<file path="config.mk">
export PLATFORM = sky130hd
export DESIGN_NAME = bit_frame_rx_fifo
export DESIGN_NICKNAME = d
export VERILOG_FILES = /design/src/rtl/bfr_pkg.sv /design/src/rtl/bfr_ptr.sv /design/src/rtl/bfr_bitmem.sv /design/src/rtl/bfr_frame_ctrl.sv /design/src/rtl/bfr_occupancy.sv /design/src/rtl/bit_frame_rx_fifo.sv
export SDC_FILE = /design/constraint.sdc
export NUM_CORES = 1
export LEC_CHECK = 0
export BUFFER_PORTS_ARGS = -buffer_cell sky130_fd_sc_hd__buf_2
export CORE_ASPECT_RATIO = 0.8
export CORE_MARGIN = 2
export CORE_UTILIZATION = 30
export CTS_CLUSTER_SIZE = 12
export DETAILED_ROUTE_END_ITERATION = 16
export SKIP_CTS_REPAIR_TIMING = 1
export SYNTH_ARGS = -nofsm -noshare
export SYNTH_HDL_FRONTEND = slang
export SYNTH_SLANG_ARGS = --single-unit
</file>
<file path="constraint.sdc">
create_clock -name clk -period 3.5 [get_ports clk]
set_clock_uncertainty 0.2 [all_clocks]
set_input_delay 0 -clock clk [delete_from_list [all_inputs] [get_ports clk]]
set_output_delay 0 -clock clk [all_outputs]
set_load 0.05 [all_outputs]
</file>
<file path="src/rtl/bfr_pkg.sv">
// Package: shared types for the bit-serial frame receive FIFO.
// Assumes: nothing; holds only type definitions.
package bfr_pkg;
    typedef enum logic [1:0] {
        FRM_IDLE   = 2'd0,
        FRM_ACTIVE = 2'd1,
        FRM_LOCKED = 2'd2
    } frame_state_e;
endpackage

</file>
<file path="src/rtl/bfr_ptr.sv">
// Module: wrapping up-counter used as a bit address pointer.
// Assumes: clear has priority; when clear and inc coincide the pointer
// lands on 1 (the bit written at address 0 during that same cycle).
module bfr_ptr #(
    parameter int ADDR_W = 8
) (
    input  logic              clk,
    input  logic              rst_n,
    input  logic              clear,
    input  logic              inc,
    output logic [ADDR_W-1:0] ptr
);
    // Advance, wrap naturally at the top, or restart on clear.
    always_ff @(posedge clk) begin
        if (!rst_n)
            ptr <= '0;
        else if (clear)
            ptr <= ADDR_W'(inc);
        else if (inc)
            ptr <= ptr + ADDR_W'(1);
    end
endmodule

</file>
<file path="src/rtl/bfr_bitmem.sv">
// Module: bit-addressable storage with one write port and one
// asynchronous read port, built as an array of enabled cells.
// Assumes: waddr/raddr are in range by construction (2**ADDR_W cells).
module bfr_bitmem #(
    parameter int ADDR_W = 8
) (
    input  logic              clk,
    input  logic              rst_n,
    input  logic              we,
    input  logic [ADDR_W-1:0] waddr,
    input  logic              wdata,
    input  logic [ADDR_W-1:0] raddr,
    output logic              rdata
);
    localparam int DEPTH = 1 << ADDR_W;

    logic [DEPTH-1:0] cells;

    for (genvar i = 0; i < DEPTH; i++) begin : g_cell
        // One storage bit, loaded when the decoded write address selects it.
        always_ff @(posedge clk) begin
            if (!rst_n)
                cells[i] <= 1'b0;
            else if (we && (waddr == ADDR_W'(i)))
                cells[i] <= wdata;
        end
    end

    // Read multiplexer selecting the addressed bit.
    always_comb rdata = cells[raddr];
endmodule

</file>
<file path="src/rtl/bfr_frame_ctrl.sv">
// Module: frame gating. Decides when received bits may be written,
// inserts the pattern-marker bit, and tracks idle/active/locked.
// Assumes: strobes are single-cycle; init_cmd outranks everything.
module bfr_frame_ctrl
    import bfr_pkg::*;
(
    input  logic clk,
    input  logic rst_n,
    input  logic init_cmd,
    input  logic auto_init_en,
    input  logic ext_mode,
    input  logic sync_det,
    input  logic sync_alt,
    input  logic eom,
    input  logic sync_lost,
    input  logic rx_strobe,
    input  logic rx_bit,
    output logic clear,
    output logic wr_req,
    output logic wr_data,
    output logic locked
);
    frame_state_e state, state_nxt;
    logic         start;
    logic         rx_take;

    // Decode the start of a frame, the clear request and the write request.
    always_comb begin
        start   = sync_det && (state == FRM_IDLE) && !init_cmd;
        clear   = init_cmd || (start && auto_init_en);
        rx_take = (state == FRM_ACTIVE) && rx_strobe && !eom
                  && !sync_lost && !init_cmd;
        if (start && ext_mode) begin
            wr_req  = 1'b1;
            wr_data = sync_alt;
        end else begin
            wr_req  = rx_take;
            wr_data = rx_bit;
        end
    end

    // Next frame state; end-of-message wins over sync loss.
    always_comb begin
        state_nxt = state;
        if (init_cmd)
            state_nxt = FRM_IDLE;
        else if (start)
            state_nxt = FRM_ACTIVE;
        else if (state == FRM_ACTIVE && eom)
            state_nxt = FRM_LOCKED;
        else if (state == FRM_ACTIVE && sync_lost)
            state_nxt = FRM_IDLE;
    end

    // Frame state register.
    always_ff @(posedge clk) begin
        if (!rst_n)
            state <= FRM_IDLE;
        else
            state <= state_nxt;
    end

    // Lock output follows the locked state.
    always_comb locked = (state == FRM_LOCKED);
endmodule

</file>
<file path="src/rtl/bfr_occupancy.sv">
// Module: tracks unread bit count and the sticky overflow flag, and
// grants writes and reads.
// Assumes: a read in the same cycle frees a slot for a write at full.
module bfr_occupancy #(
    parameter int ADDR_W = 8
) (
    input  logic            clk,
    input  logic            rst_n,
    input  logic            clear,
    input  logic            wr_req,
    input  logic            rd_strobe,
    output logic            wr_ok,
    output logic            rd_ok,
    output logic [ADDR_W:0] count,
    output logic            overflow
);
    localparam int DEPTH = 1 << ADDR_W;
    localparam int CNT_W = ADDR_W + 1;

    logic full, empty;

    // Grant logic for the two ports.
    always_comb begin
        full  = (count == CNT_W'(DEPTH));
        empty = (count == '0);
        rd_ok = rd_strobe && !empty && !clear;
        wr_ok = wr_req && (clear || !full || rd_ok);
    end

    // Occupancy counter.
    always_ff @(posedge clk) begin
        if (!rst_n)
            count <= '0;
        else if (clear)
            count <= CNT_W'(wr_ok);
        else if (wr_ok && !rd_ok)
            count <= count + CNT_W'(1);
        else if (rd_ok && !wr_ok)
            count <= count - CNT_W'(1);
    end

    // Sticky overflow, cleared only by init.
    always_ff @(posedge clk) begin
        if (!rst_n)
            overflow <= 1'b0;
        else if (clear)
            overflow <= 1'b0;
        else if (wr_req && !wr_ok)
            overflow <= 1'b1;
    end
endmodule

</file>
<file path="src/rtl/bit_frame_rx_fifo.sv">
// Module: top of the bit-serial frame receive FIFO. Connects frame
// gating, occupancy, the two pointers and the bit store.
// Assumes: all control inputs are synchronous single-cycle strobes.
module bit_frame_rx_fifo #(
    parameter int ADDR_W = 8
) (
    input  logic            clk,
    input  logic            rst_n,
    input  logic            init_cmd,
    input  logic            auto_init_en,
    input  logic            ext_mode,
    input  logic            sync_det,
    input  logic            sync_alt,
    input  logic            eom,
    input  logic            sync_lost,
    input  logic            rx_strobe,
    input  logic            rx_bit,
    input  logic            rd_strobe,
    output logic            rd_bit,
    output logic [ADDR_W:0] valid_cnt,
    output logic            overflow,
    output logic            locked
);
    logic              clear, wr_req, wr_data, wr_ok, rd_ok, mem_out;
    logic [ADDR_W-1:0] wptr, rptr, waddr;

    bfr_frame_ctrl u_ctrl (
        .clk(clk), .rst_n(rst_n), .init_cmd(init_cmd),
        .auto_init_en(auto_init_en), .ext_mode(ext_mode),
        .sync_det(sync_det), .sync_alt(sync_alt), .eom(eom),
        .sync_lost(sync_lost), .rx_strobe(rx_strobe), .rx_bit(rx_bit),
        .clear(clear), .wr_req(wr_req), .wr_data(wr_data), .locked(locked)
    );

    bfr_occupancy #(.ADDR_W(ADDR_W)) u_occ (
        .clk(clk), .rst_n(rst_n), .clear(clear), .wr_req(wr_req),
        .rd_strobe(rd_strobe), .wr_ok(wr_ok), .rd_ok(rd_ok),
        .count(valid_cnt), .overflow(overflow)
    );

    bfr_ptr #(.ADDR_W(ADDR_W)) u_wptr (
        .clk(clk), .rst_n(rst_n), .clear(clear), .inc(wr_ok), .ptr(wptr)
    );

    bfr_ptr #(.ADDR_W(ADDR_W)) u_rptr (
        .clk(clk), .rst_n(rst_n), .clear(clear), .inc(rd_ok), .ptr(rptr)
    );

    // A write coinciding with a clear lands at address zero.
    always_comb waddr = clear ? '0 : wptr;

    bfr_bitmem #(.ADDR_W(ADDR_W)) u_mem (
        .clk(clk), .rst_n(rst_n), .we(wr_ok), .waddr(waddr),
        .wdata(wr_data), .raddr(rptr), .rdata(mem_out)
    );

    // Present the head bit only when something is stored.
    always_comb rd_bit = (valid_cnt != '0) && mem_out;
endmodule

</file>
==> summary.txt, run 1 <==
Outcome
  • Status: completed

Worst hold path
  • Worst min path class: primary input to flop
  • Hold path startpoint: rx_strobe

Critical path
  • Crit path cell chain: buf_4 -> buf_4 -> mux4_2 -> a22oi_1 -> o22ai_1 -> or4_1 -> o2bb2ai_4 -> o22ai_2 -> buf_6
  • Most used cell along the critical path: buf_4
  • Crit path arrival time: 3250 ps
  • Worst Path Class, Setup: flop to output pin
  • Worst Setup Start Kind: flop
  • Worst reg2reg path startpoint: u_occ.count[7]
  • CP endpoint kind: output pin
  • Crit-path max FO: 5
  • CP startpoint: u_rptr.ptr[0]
  • Reg2Reg Setup Slack: 100 ps
  • Slowest stage cell, crit path: or4_1
  • Data required, critical path: 3300 ps
  • Max stage delay on crit path: 620 ps

Synth
  • Number of flops mapped to enable cells by yosys: 0
  • Gate Count Post-Synth: 1382
  • Most common cell in the netlist: dfxtp_1
  • Synth Register Bits: 284
  • Netlist cell types: 72
  • Mean Syn Cell Area: ~11 sq um
  • Synth area leader: dfxtp_1
  • Warnings from Yosys: 0
  • Post-synthesis sequential area ratio: 0.3886
  • Synth area leaders: dfxtp_1 (39%), mux4_2 (9.4%), o311a_1 (7.7%)
  • Top-area cell type share of the netlist area: 0.3886
  • Top_reg_cell synth: dfxtp_1
  • Post-synth top cells: dfxtp_1 (284), o211ai_1 (128), clkbuf_1 (123)
  • Synth Net Count: 1407
  • Fraction of registers with async set/reset: 0
  • Mapped Area: 0.01463 sq mm

Layout
  • Nets: 1382
  • Layout cells sized above 1: 0.2143
  • Area growth, synth to finish: 13.63%
  • Fillcell total: about 4800
  • Inserted Diodes: 0

Floorplanning
  • Core ar.: 0.04829 sq mm
  • Starting Density: 0.3030
  • Die Area: 0.05056 sq mm
  • Row cnt: just over 70
  • Die Y-Extent: 201.5 um
  • I/O pin total: 24
  • Die W: about 250 um

Drt
  • Via count: approximately 12000
  • Total iterations of the first detailed-routing run: 7
  • Drt initial violations: 1111
  • DRC violations left: 0
  • DRT antenna net count: 0
  • WL final: 42040 um
  • Routed WL per cell: 21.01 um
  • Vias/cell: just under 6

Power and ir drop
  • Leakage: 5.491 nW
  • Combinational group share of total power: 0.073
  • P_sw: 1.647 mW
  • Cell internal pwr: 5.071 mW
  • Total power: 6.718 mW
  • Clk pwr share: 0.443
  • Sequential share of power: 0.484
  • Pwr dens: slightly above 400 mW/mm^2
  • VDD IR max: 0.3698 mV
  • Switching share of total power: 0.2452

Timing
  • Hold WS: 30.64 ps
  • Period utilisation layout: 0.9844
  • Final Max Slew Viols: 0
  • Final hold viol count: 0
  • PnR worst setup slack: 54.75 ps
  • Setup violators final: 0
  • Final worst path period need: 3445 ps
  • Worst Max-Slew Pin Slew: about 830 ps
  • Worst slew margin: 0.4455
  • F_max: 290.3 MHz
  • RSZ-0062 raised after global routing: true

GRT
  • Global Route Usage Sum: 0.1573
  • Pin count of the biggest net entering global routing: 129
  • Initial antenna violation count: 0
  • Global-route wire length before repair: 63910 um
  • Vias in the first global route: 10610
  • Grt ovf: 0

CTS
  • H-tree lvl count: 1
  • Clock Tree Root: clkbuf_16
  • Total CTS buffers: 29
  • Clock transition at the registers of the reported paths: 70 ps
  • CTS tree: yes
  • Clock Path Buffers: 3
  • CTS sink cnt: approximately 280
  • Clk_lat worst skew: ~580 ps

Placed design
  • IO Port Bufs: 23
  • Routability cong.: 0.8754
  • Post-Place Setup Slack: 58.69 ps
  • Post-DP HPWL: 25600 um

Run
  • Max-cap viol count: 0
==> worst paths after layout <==
path	endpoint	depth (start not counted)
worst min-delay path	u_occ.count[0]	6
worst max-delay path	rd_bit	9
worst max register to register	u_occ.count[8]	12
worst min register to register	u_mem.cells[15]	2
==> kinds of logic (layout without fill, tap and decap cells) <==
family          Yosys count  after routing  synth area share
xor+xnor                 17             17           0.01018
mux                      88             88            0.1130
compound gates          547            547            0.3032
flops                   284            284            0.3886
buf+inv                 199            189           0.07013
simple gates            234            234            0.1032
fa+ha+maj                13             13           0.01163
==> layout by cell type, fill, tap and decap left out, types with 10 or more instances in the layout <==
master,Yosys,layout
a21oi_1,13,11
buf_2,19,21
buf_4,18,84
clkbuf_1,123,10
clkbuf_16,0,29
dfxtp_1,284,272
dlygate4sd3_1,0,16
mux2i_1,20,20
mux4_2,61,61
nand2_1,45,44
nand3_1,26,26
nand4_1,20,20
nor2_1,39,39
nor2b_1,28,28
o211ai_1,128,128
o21bai_1,113,113
o311a_1,112,112
o31ai_1,121,119
o31ai_2,10,10
xor2_1,11,11
==> worst max-delay path, delay by kind of cell (launching register included) <==
kind | cells | cell delay, ps
AOI/OAI and AO/OA | 4 | 600
buffers and inverters | 3 | 490
DFF | 1 | 410
and+or+nand+nor | 1 | 620
muxes | 1 | 540
==> routing by layer <==
metal,vias up,wire (um),track usage
li1,5458,-,-
met1,5822,20540,0.2380
met2,338,18210,0.2324
met3,55,2692,0.03066
met4,0,595,0.02721
met5,-,0,0
==> state kept, by name, summed over array words and instances (netlist names) <==
name            flops
u_ctrl.state        2
u_mem.cells       256
u_occ.count         9
u_occ.overflow      1
u_rptr.ptr          8
u_wptr.ptr          8
==> metrics by stage <==
stage          area (sq um)  utilization  TNS (ps)  std cells
3_5_place_dp          15210       0.3149         0       1913
3_3_place_gp          15210       0.3149         0       1913
5_1_grt               16620       0.3443    -120.2       2001
4_1_cts               16070       0.3329    -359.2       1959
6_report              16620       0.3443         0       2001
2_1_floorplan         14680            -    -122.6       1382
==> cell type report <==
| class | count | area, sq um | area share |
|---|---|---|---|
| Clock buffer | 42 | 804.5 | 0.04840 |
| Clock inverter | 4 | 62.56 | 0.003763 |
| Inverter | 10 | 45.04 | 0.002710 |
| Multi-Input combinational cell | 899 | 8112 | 0.4880 |
| Sequential cell | 284 | 5710 | 0.3435 |
| Tap cell | 629 | 787.0 | 0.04734 |
| Timing Repair Buffer | 133 | 1102 | 0.06631 |
==> power by group through the flow <==
stage | registers (mW) | logic, mW | clock network [mW]
after floorplan | 3.33 | 0.290 | 0
after global placement | 3.34 | 0.403 | 0
after detailed placement | 3.34 | 0.408 | 0
after CTS | 3.26 | 0.409 | 3.04
after global routing | 3.25 | 0.525 | 3.17
final | 3.25 | 0.487 | 2.98
Power figures use the tool's default switching activity.
==> inputs of run 2 (changes only) <==
BUFFER_PORTS_ARGS = default   (was -buffer_cell sky130_fd_sc_hd__buf_2)
DONT_BUFFER_PORTS = 1   (was default)
PLACE_DENSITY = 0.55   (was default)
==> summary.txt, run 2 (same netlist as run 1, synthesis figures left out) <==
Critical path
  • Crit path arrival time: 3330 ps (+80 ps)
  • CP endpoint kind: output pin
  • Data required, critical path: 3300 ps (about the same)
  • Worst Path Class, Setup: flop to output pin
  • Reg2Reg Setup Slack: 110 ps (about the same)
  • Worst Setup Start Kind: flop
  • Worst reg2reg path startpoint: u_ctrl.state[0]
  • Reg-to-reg endpoint: u_mem.cells[162]
  • Crit-path max FO: 11 (+6)
  • Worst reg-to-reg path cell count: 7 (-5)

CTS
  • Clock Tree Root: clkbuf_16
  • Total CTS buffers: 29 (unchanged)
  • Clock transition at the registers of the reported paths: 70 ps (about the same)
  • CTS sink cnt: 284 (unchanged)
  • H-tree lvl count: 1 (unchanged)
  • CTS tree: yes
  • Clock Path Buffers: 3 (unchanged)
  • Clk_lat worst skew: 570 ps (about the same)

Worst hold path
  • Hold path startpoint: sync_alt
  • Worst min path class: primary input to flop
  • Hold Crit Depth: 3 (-3)
  • Hold endpoint: u_mem.cells[15]

Drt
  • DRT antenna net count: 0 (unchanged)
  • Vias/cell: 5.810 (-0.40%)
  • DRC violations left: 0 (unchanged)
  • Drt initial violations: 1186 (+6.8%)
  • WL final: 43070 um (+2.5%)
  • Routed WL per cell: 21.09 um (+0.40%)
  • Total iterations of the first detailed-routing run: 7 (unchanged)
  • Via count: 11860 (+1.6%)

Placed design
  • Dpl cell area: 0.01509 sq mm (-0.76%)
  • IO Port Bufs: 0 (-100%)
  • Routability cong.: 0.8312 (-5.0%)
  • Post-DP HPWL: 25190 um (-1.6%)

Outcome
  • Status: finished, violations left
  • Failing checks: hold timing, setup timing

Layout
  • Layout Utilization: 0.3549 (+0.01068)
  • Inserted Diodes: 0 (unchanged)
  • Top Registers: u_mem.cells: 256 flops, u_occ.count: 9 flops
  • Largest register FFs: 256 (unchanged)
  • Finished Cell Area: 0.01714 sq mm (+3.1%)
  • Fillcell total: 4816 (+0.69%)
  • Largest Register: u_mem.cells
  • Sequential cell area: 0.005710 sq mm (unchanged)
  • Area growth, synth to finish: 17.16%
  • Commonest cells after routing, fill and taps aside: dfxtp_1 (272), o211ai_1 (128), o31ai_1 (119), o21bai_1 (113), o311a_1 (112)
  • Multi-input gate area: 0.008059 sq mm (-0.65%)
  • Commonest non-fill, non-tap cell in the layout: dfxtp_1
  • Layout cells sized above 1: 0.1840 (-0.03028)
  • Nets: 1423 (+3.0%)

Timing
  • Period utilisation layout: 1.009 (+0.02468)
  • F_max: 283.2 MHz (-2.4%)
  • Worst slew margin: 0.2862 (-0.1593)
  • Final Max Slew Viols: 0 (unchanged)
  • Final hold viol count: 19 (+19)
  • PnR worst setup slack: -31.61 ps (-86.37 ps)
  • Final worst path period need: 3532 ps (+86.37 ps)
  • RSZ-0062 raised after global routing: true
  • Setup violators final: 1 (+1)
  • Worst Max-Slew Pin Slew: 1071 ps (+241.6 ps)
  • Hold WS: -29.37 ps (-60.01 ps)

Floorplanning
  • Die Area: 0.05056 sq mm (unchanged)
  • I/O pin total: 24 (unchanged)
  • Die Y-Extent: 201.5 um (unchanged)
  • Die W: 250.9 um (unchanged)
  • Starting Density: 0.3030 (unchanged)
  • Row cnt: 72 (unchanged)
  • Core ar.: 0.04829 sq mm (unchanged)

GRT
  • Grt ovf: 0 (unchanged)
  • Global-route wire length before repair: 64330 um (+0.65%)
  • Initial antenna violation count: 0 (unchanged)
  • Pin count of the biggest net entering global routing: 262 (+100%)
  • Vias in the first global route: 10510 (-0.99%)
  • Global Route Usage Sum: 0.1589 (+0.001662)

Run
  • Max-cap viol count: 0 (unchanged)

Power and ir drop
  • VDD IR max: 0.3875 mV (+4.8%)
  • Total power: 6.648 mW (-1.0%)
  • Pwr dens: 387.9 mW/mm^2 (-4.0%)
  • Leakage: 5.612 nW (+2.2%)
run 2: cell types whose count changed in the layout (fill, tap and decap cells not counted), moves of 3 or more:
cell,change
buf_12,+3
buf_2,-21
buf_4,-12
clkbuf_1,-3
clkinv_2,+4
dlygate4sd3_1,+74
run 2: area by class of cell:
type	instances	share of cell area
repair buffers	174	0.09899
multi-input cells	899	0.4702
flip-flops and latches	284	0.3332
clock buffers	40	0.04709
clock inverters	6	0.001971
well taps	629	0.04592
inverters	10	0.002628
run 2: stage by stage:
step	setup slack (ps)	hold WS (ps)	TNS, ps	instances
2_1_floorplan	-61.76	-55.31	-122.6	1382
3_3_place_gp	133.5	-36.90	0	1891
3_5_place_dp	94.46	-33.52	0	1891
4_1_cts	-343.2	-630.4	-343.2	1937
5_1_grt	-71.44	7.218	-82.25	2042
6_report	-31.61	-29.37	-31.61	2042
run 2: where the power goes:
group          total [mW]  internal (mW)  switching [mW]
Combinational       0.479          0.170           0.310
Clock                2.92           1.59            1.33
Sequential           3.25           3.24         0.00878
run 2: worst max-delay path by stage:
| stage | from | end | slack [ps] | cells past startpoint |
|---|---|---|---|---|
| after floorplan | u_occ.count[4] | u_occ.count[7] | -60 | 13 |
| after global placement | u_occ.count[4] | u_occ.count[7] | 130 | 13 |
| after detailed placement | u_occ.count[4] | u_occ.count[8] | 90 | 13 |
| after CTS | u_rptr.ptr[0] | rd_bit | -340 | 8 |
| after global routing | u_rptr.ptr[0] | rd_bit | -70 | 9 |
| final | u_rptr.ptr[0] | rd_bit | -30 | 9 |
run 2: worst max-delay path: stages (launching register included):
cell and delay (ps):
dfxtp_4 420, buf_4 150, buf_12 150, mux4_2 550
a22oi_1 200, nand4_1 290, or4_4 510, o31ai_2 110
o22ai_1 150, buf_4 220
run 2: layer usage:
metal / GRT usage / up-vias / wire, um
met1: 0.2449 / 5943 / 21200
li1: - / 5541 / -
met2: 0.2302 / 338 / 18270
met5: 0 / - / 0
met4: 0.02615 / 0 / 517
met3: 0.03079 / 42 / 3081
==> inputs of run 3 (changes only) <==
CORE_UTILIZATION = 49   (was 30)
PLACE_DENSITY = 0.76   (was 0.55)
SETUP_SLACK_MARGIN = 0.3   (was default)
==> summary.txt, run 3 (same netlist as run 1, synthesis figures left out) <==
CTS
  • CTS sink cnt: 284 (unchanged)
  • Clock transition at the registers of the reported paths: 60 ps (about the same)
  • Total CTS buffers: 29 (unchanged)
  • Clock Path Buffers: 3 (unchanged)
  • CTS tree: yes
  • Clock Tree Root: clkbuf_16
  • H-tree lvl count: 1 (unchanged)
  • Clk_lat worst skew: 560 ps (about the same)

Drt
  • DRC violations left: 0 (unchanged)
  • Via count: 11890 (+0.24%)
  • DRT antenna net count: 0 (unchanged)
  • Drt initial violations: 1571 (+32%)
  • Vias/cell: 6.827 (+17%)
  • Routed WL per cell: 22.67 um (+7.5%)
  • WL final: 39480 um (-8.3%)
  • Total iterations of the first detailed-routing run: 8 (+1)

Timing
  • Hold WS: -617.0 ps (-587.7 ps)
  • Period utilisation layout: 0.9711 (-0.03794)
  • Worst Max-Slew Pin Slew: 919.2 ps (-151.4 ps)
  • Final worst path period need: 3399 ps (-132.8 ps)
  • Setup violators final: 0 (-1)
  • Final Max Slew Viols: 0 (unchanged)
  • RSZ-0062 raised after global routing: true
  • Worst slew margin: 0.3859 (+0.09969)
  • Final hold viol count: 240 (+221)
  • F_max: 294.2 MHz (+3.9%)

Critical path
  • Worst reg2reg path startpoint: u_occ.count[3]
  • Crit-path max FO: 6 (-5)
  • CP endpoint kind: output pin
  • Data required, critical path: 3300 ps (about the same)
  • Slowest stage cell, crit path: or4_1
  • CP top delay family: compound AO/OA/AOI/OAI gates
  • Crit path arrival time: 3200 ps (-130 ps)
  • Max stage delay on crit path: 540 ps (about the same)
  • Worst Path Class, Setup: flop to output pin
  • Most used cell along the critical path: buf_6
  • Worst path bufs/invs: 3 (unchanged)
  • Reg-to-reg endpoint: u_occ.count[7]
  • Worst reg-to-reg path cell count: 12 (+5)
  • Crit path cell chain: buf_6 -> buf_4 -> mux4_2 -> a22oi_1 -> o22ai_1 -> or4_1 -> o2bb2ai_2 -> o22ai_2 -> buf_6
  • Reg2Reg Setup Slack: 120 ps (about the same)
  • Worst Setup Start Kind: flop

Placed design
  • Routability cong.: 0.9427 (+13%)
  • Dpl cell area: 0.01469 sq mm (-2.7%)
  • Post-DP HPWL: 23060 um (-8.5%)
  • Placed insts: 1627 (-14%)
  • IO Port Bufs: 0 (unchanged)

Layout
  • Top Registers: u_mem.cells: 256 flops, u_occ.count: 9 flops
  • Commonest cells after routing, fill and taps aside: dfxtp_1 (272), o211ai_1 (128), o31ai_1 (120), o21bai_1 (113), o311a_1 (112)
  • Commonest non-fill, non-tap cell in the layout: dfxtp_1
  • Non-filler cells, final: 1742 (-15%)
  • Inserted Diodes: 0 (unchanged)
  • Layout cells sized above 1: 0.1985 (+0.01453)
  • Area growth, synth to finish: 11.89%
  • Finished Cell Area: 0.01637 sq mm (-4.5%)
  • Nets: 1376 (-3.3%)
  • Largest register FFs: 256 (unchanged)
  • Largest Register: u_mem.cells

Power and ir drop
  • Switching share of total power: 0.2342 (-0.01429)
  • P_sw: 1.552 mW (-6.1%)
  • Cell internal pwr: 5.074 mW (+1.6%)
  • Combinational group share of total power: 0.067 (-0.005)
  • Pwr dens: 404.8 mW/mm^2 (+4.4%)
  • Leakage: 5.510 nW (-1.8%)
  • Sequential share of power: 0.490 (+0.002)
  • Clk pwr share: 0.443 (+0.003)
  • VDD IR max: 0.3438 mV (-11%)

Floorplanning
  • Row cnt: 56 (-22%)
  • I/O pin total: 24 (unchanged)
  • Die W: 197.2 um (-21%)
  • Core ar.: 0.02936 sq mm (-39%)
  • Die Area: 0.03126 sq mm (-38%)
  • Die Y-Extent: 158.5 um (-21%)
  • Starting Density: 0.4983 (+0.1953)

Worst hold path
  • Hold Crit Depth: 1 (-2)
  • Worst min path class: primary input to flop
  • Hold path startpoint: rst_n
  • Hold endpoint: u_mem.cells[64]

GRT
  • Global Route Usage Sum: 0.2402 (+0.08124)
  • Grt ovf: 0 (unchanged)
  • Global-route wire length before repair: 60060 um (-6.6%)
  • Initial antenna violation count: 0 (unchanged)
  • Pin count of the biggest net entering global routing: 262 (unchanged)
  • Vias in the first global route: 10450 (-0.56%)

Outcome
  • Failing checks: hold timing
  • Status: finished, violations left

Run
  • Max-cap viol count: 0 (unchanged)
[run 3: cell count changes in the layout (fill, tap and decap cells not counted), moves of 3 or more]
cell | before | now
dlygate4sd3_1 | 90 | 35
buf_12 | 10 | 7
buf_4 | 72 | 80
buf_6 | 0 | 3
clkinv_2 | 5 | 0
clkbuf_1 | 7 | 10
[run 3: final cells by class]
cell class / count / area (sq um)
clock buffer: 42 / 804.5
clock inverter: 3 / 58.81
fill: 2393 / 12990
inverter: 10 / 45.04
multi-input combinational: 899 / 8110
sequential: 284 / 5710
tap: 377 / 471.7
timing repair buffer: 127 / 1167
[run 3: routing by layer]
layer / GRT usage / part of all wire / vias up
li1: - / - / 5459
met1: 0.3558 / 0.45 / 5834
met2: 0.3664 / 0.45 / 524
met3: 0.03813 / 0.079 / 75
met4: 0.05693 / 0.026 / 0
met5: 0 / 0 / -
[run 3: metrics by stage]
step                power, mW  TNS [ps]  hold slack [ps]  setup slack (ps)    util
finish                  6.626         0           -617.0             101.2  0.5575
global route            6.834         0           -631.2             32.59  0.5575
CTS                     6.575    -233.1           -602.0            -233.1  0.5297
detailed placement      3.675         0           -17.14             85.15  0.5003
global placement        3.671         0           -39.23             164.9  0.5003
floorplan               3.626    -114.3           -55.31            -60.82       -
[run 3: how the worst max path moves through the flow]
stage                   start             end  slack, ps  cells after the start
2_1_floorplan  u_occ.count[4]  u_occ.count[8]        -60                     13
3_3_place_gp   u_occ.count[4]  u_occ.count[7]        160                     12
3_5_place_dp   u_occ.count[4]  u_occ.count[8]         90                     13
4_1_cts         u_rptr.ptr[0]          rd_bit       -230                      9
5_1_grt        u_occ.count[3]  u_occ.count[8]         30                     12
6_report        u_rptr.ptr[0]          rd_bit        100                      9
[run 3: power groups by stage]
stage / logic (mW) / clock network (mW) / registers (mW)
floorplan: 0.291 / 0 / 3.33
global placement: 0.342 / 0 / 3.33
detailed placement: 0.345 / 0 / 3.33
CTS: 0.346 / 2.97 / 3.26
global route: 0.471 / 3.12 / 3.25
finish: 0.444 / 2.93 / 3.25
[run 3: worst reg2reg max path, stage by stage, from the launching register on]
cell	delay, ps
dfxtp_4	340
or4_4	560
nor4b_4	370
a21oi_4	120
ha_4	220
inv_8	100
ha_1	230
a21o_1	190
a21o_1	170
a21o_1	230
a2111oi_4	340
or3_1	150
nand3_1	50
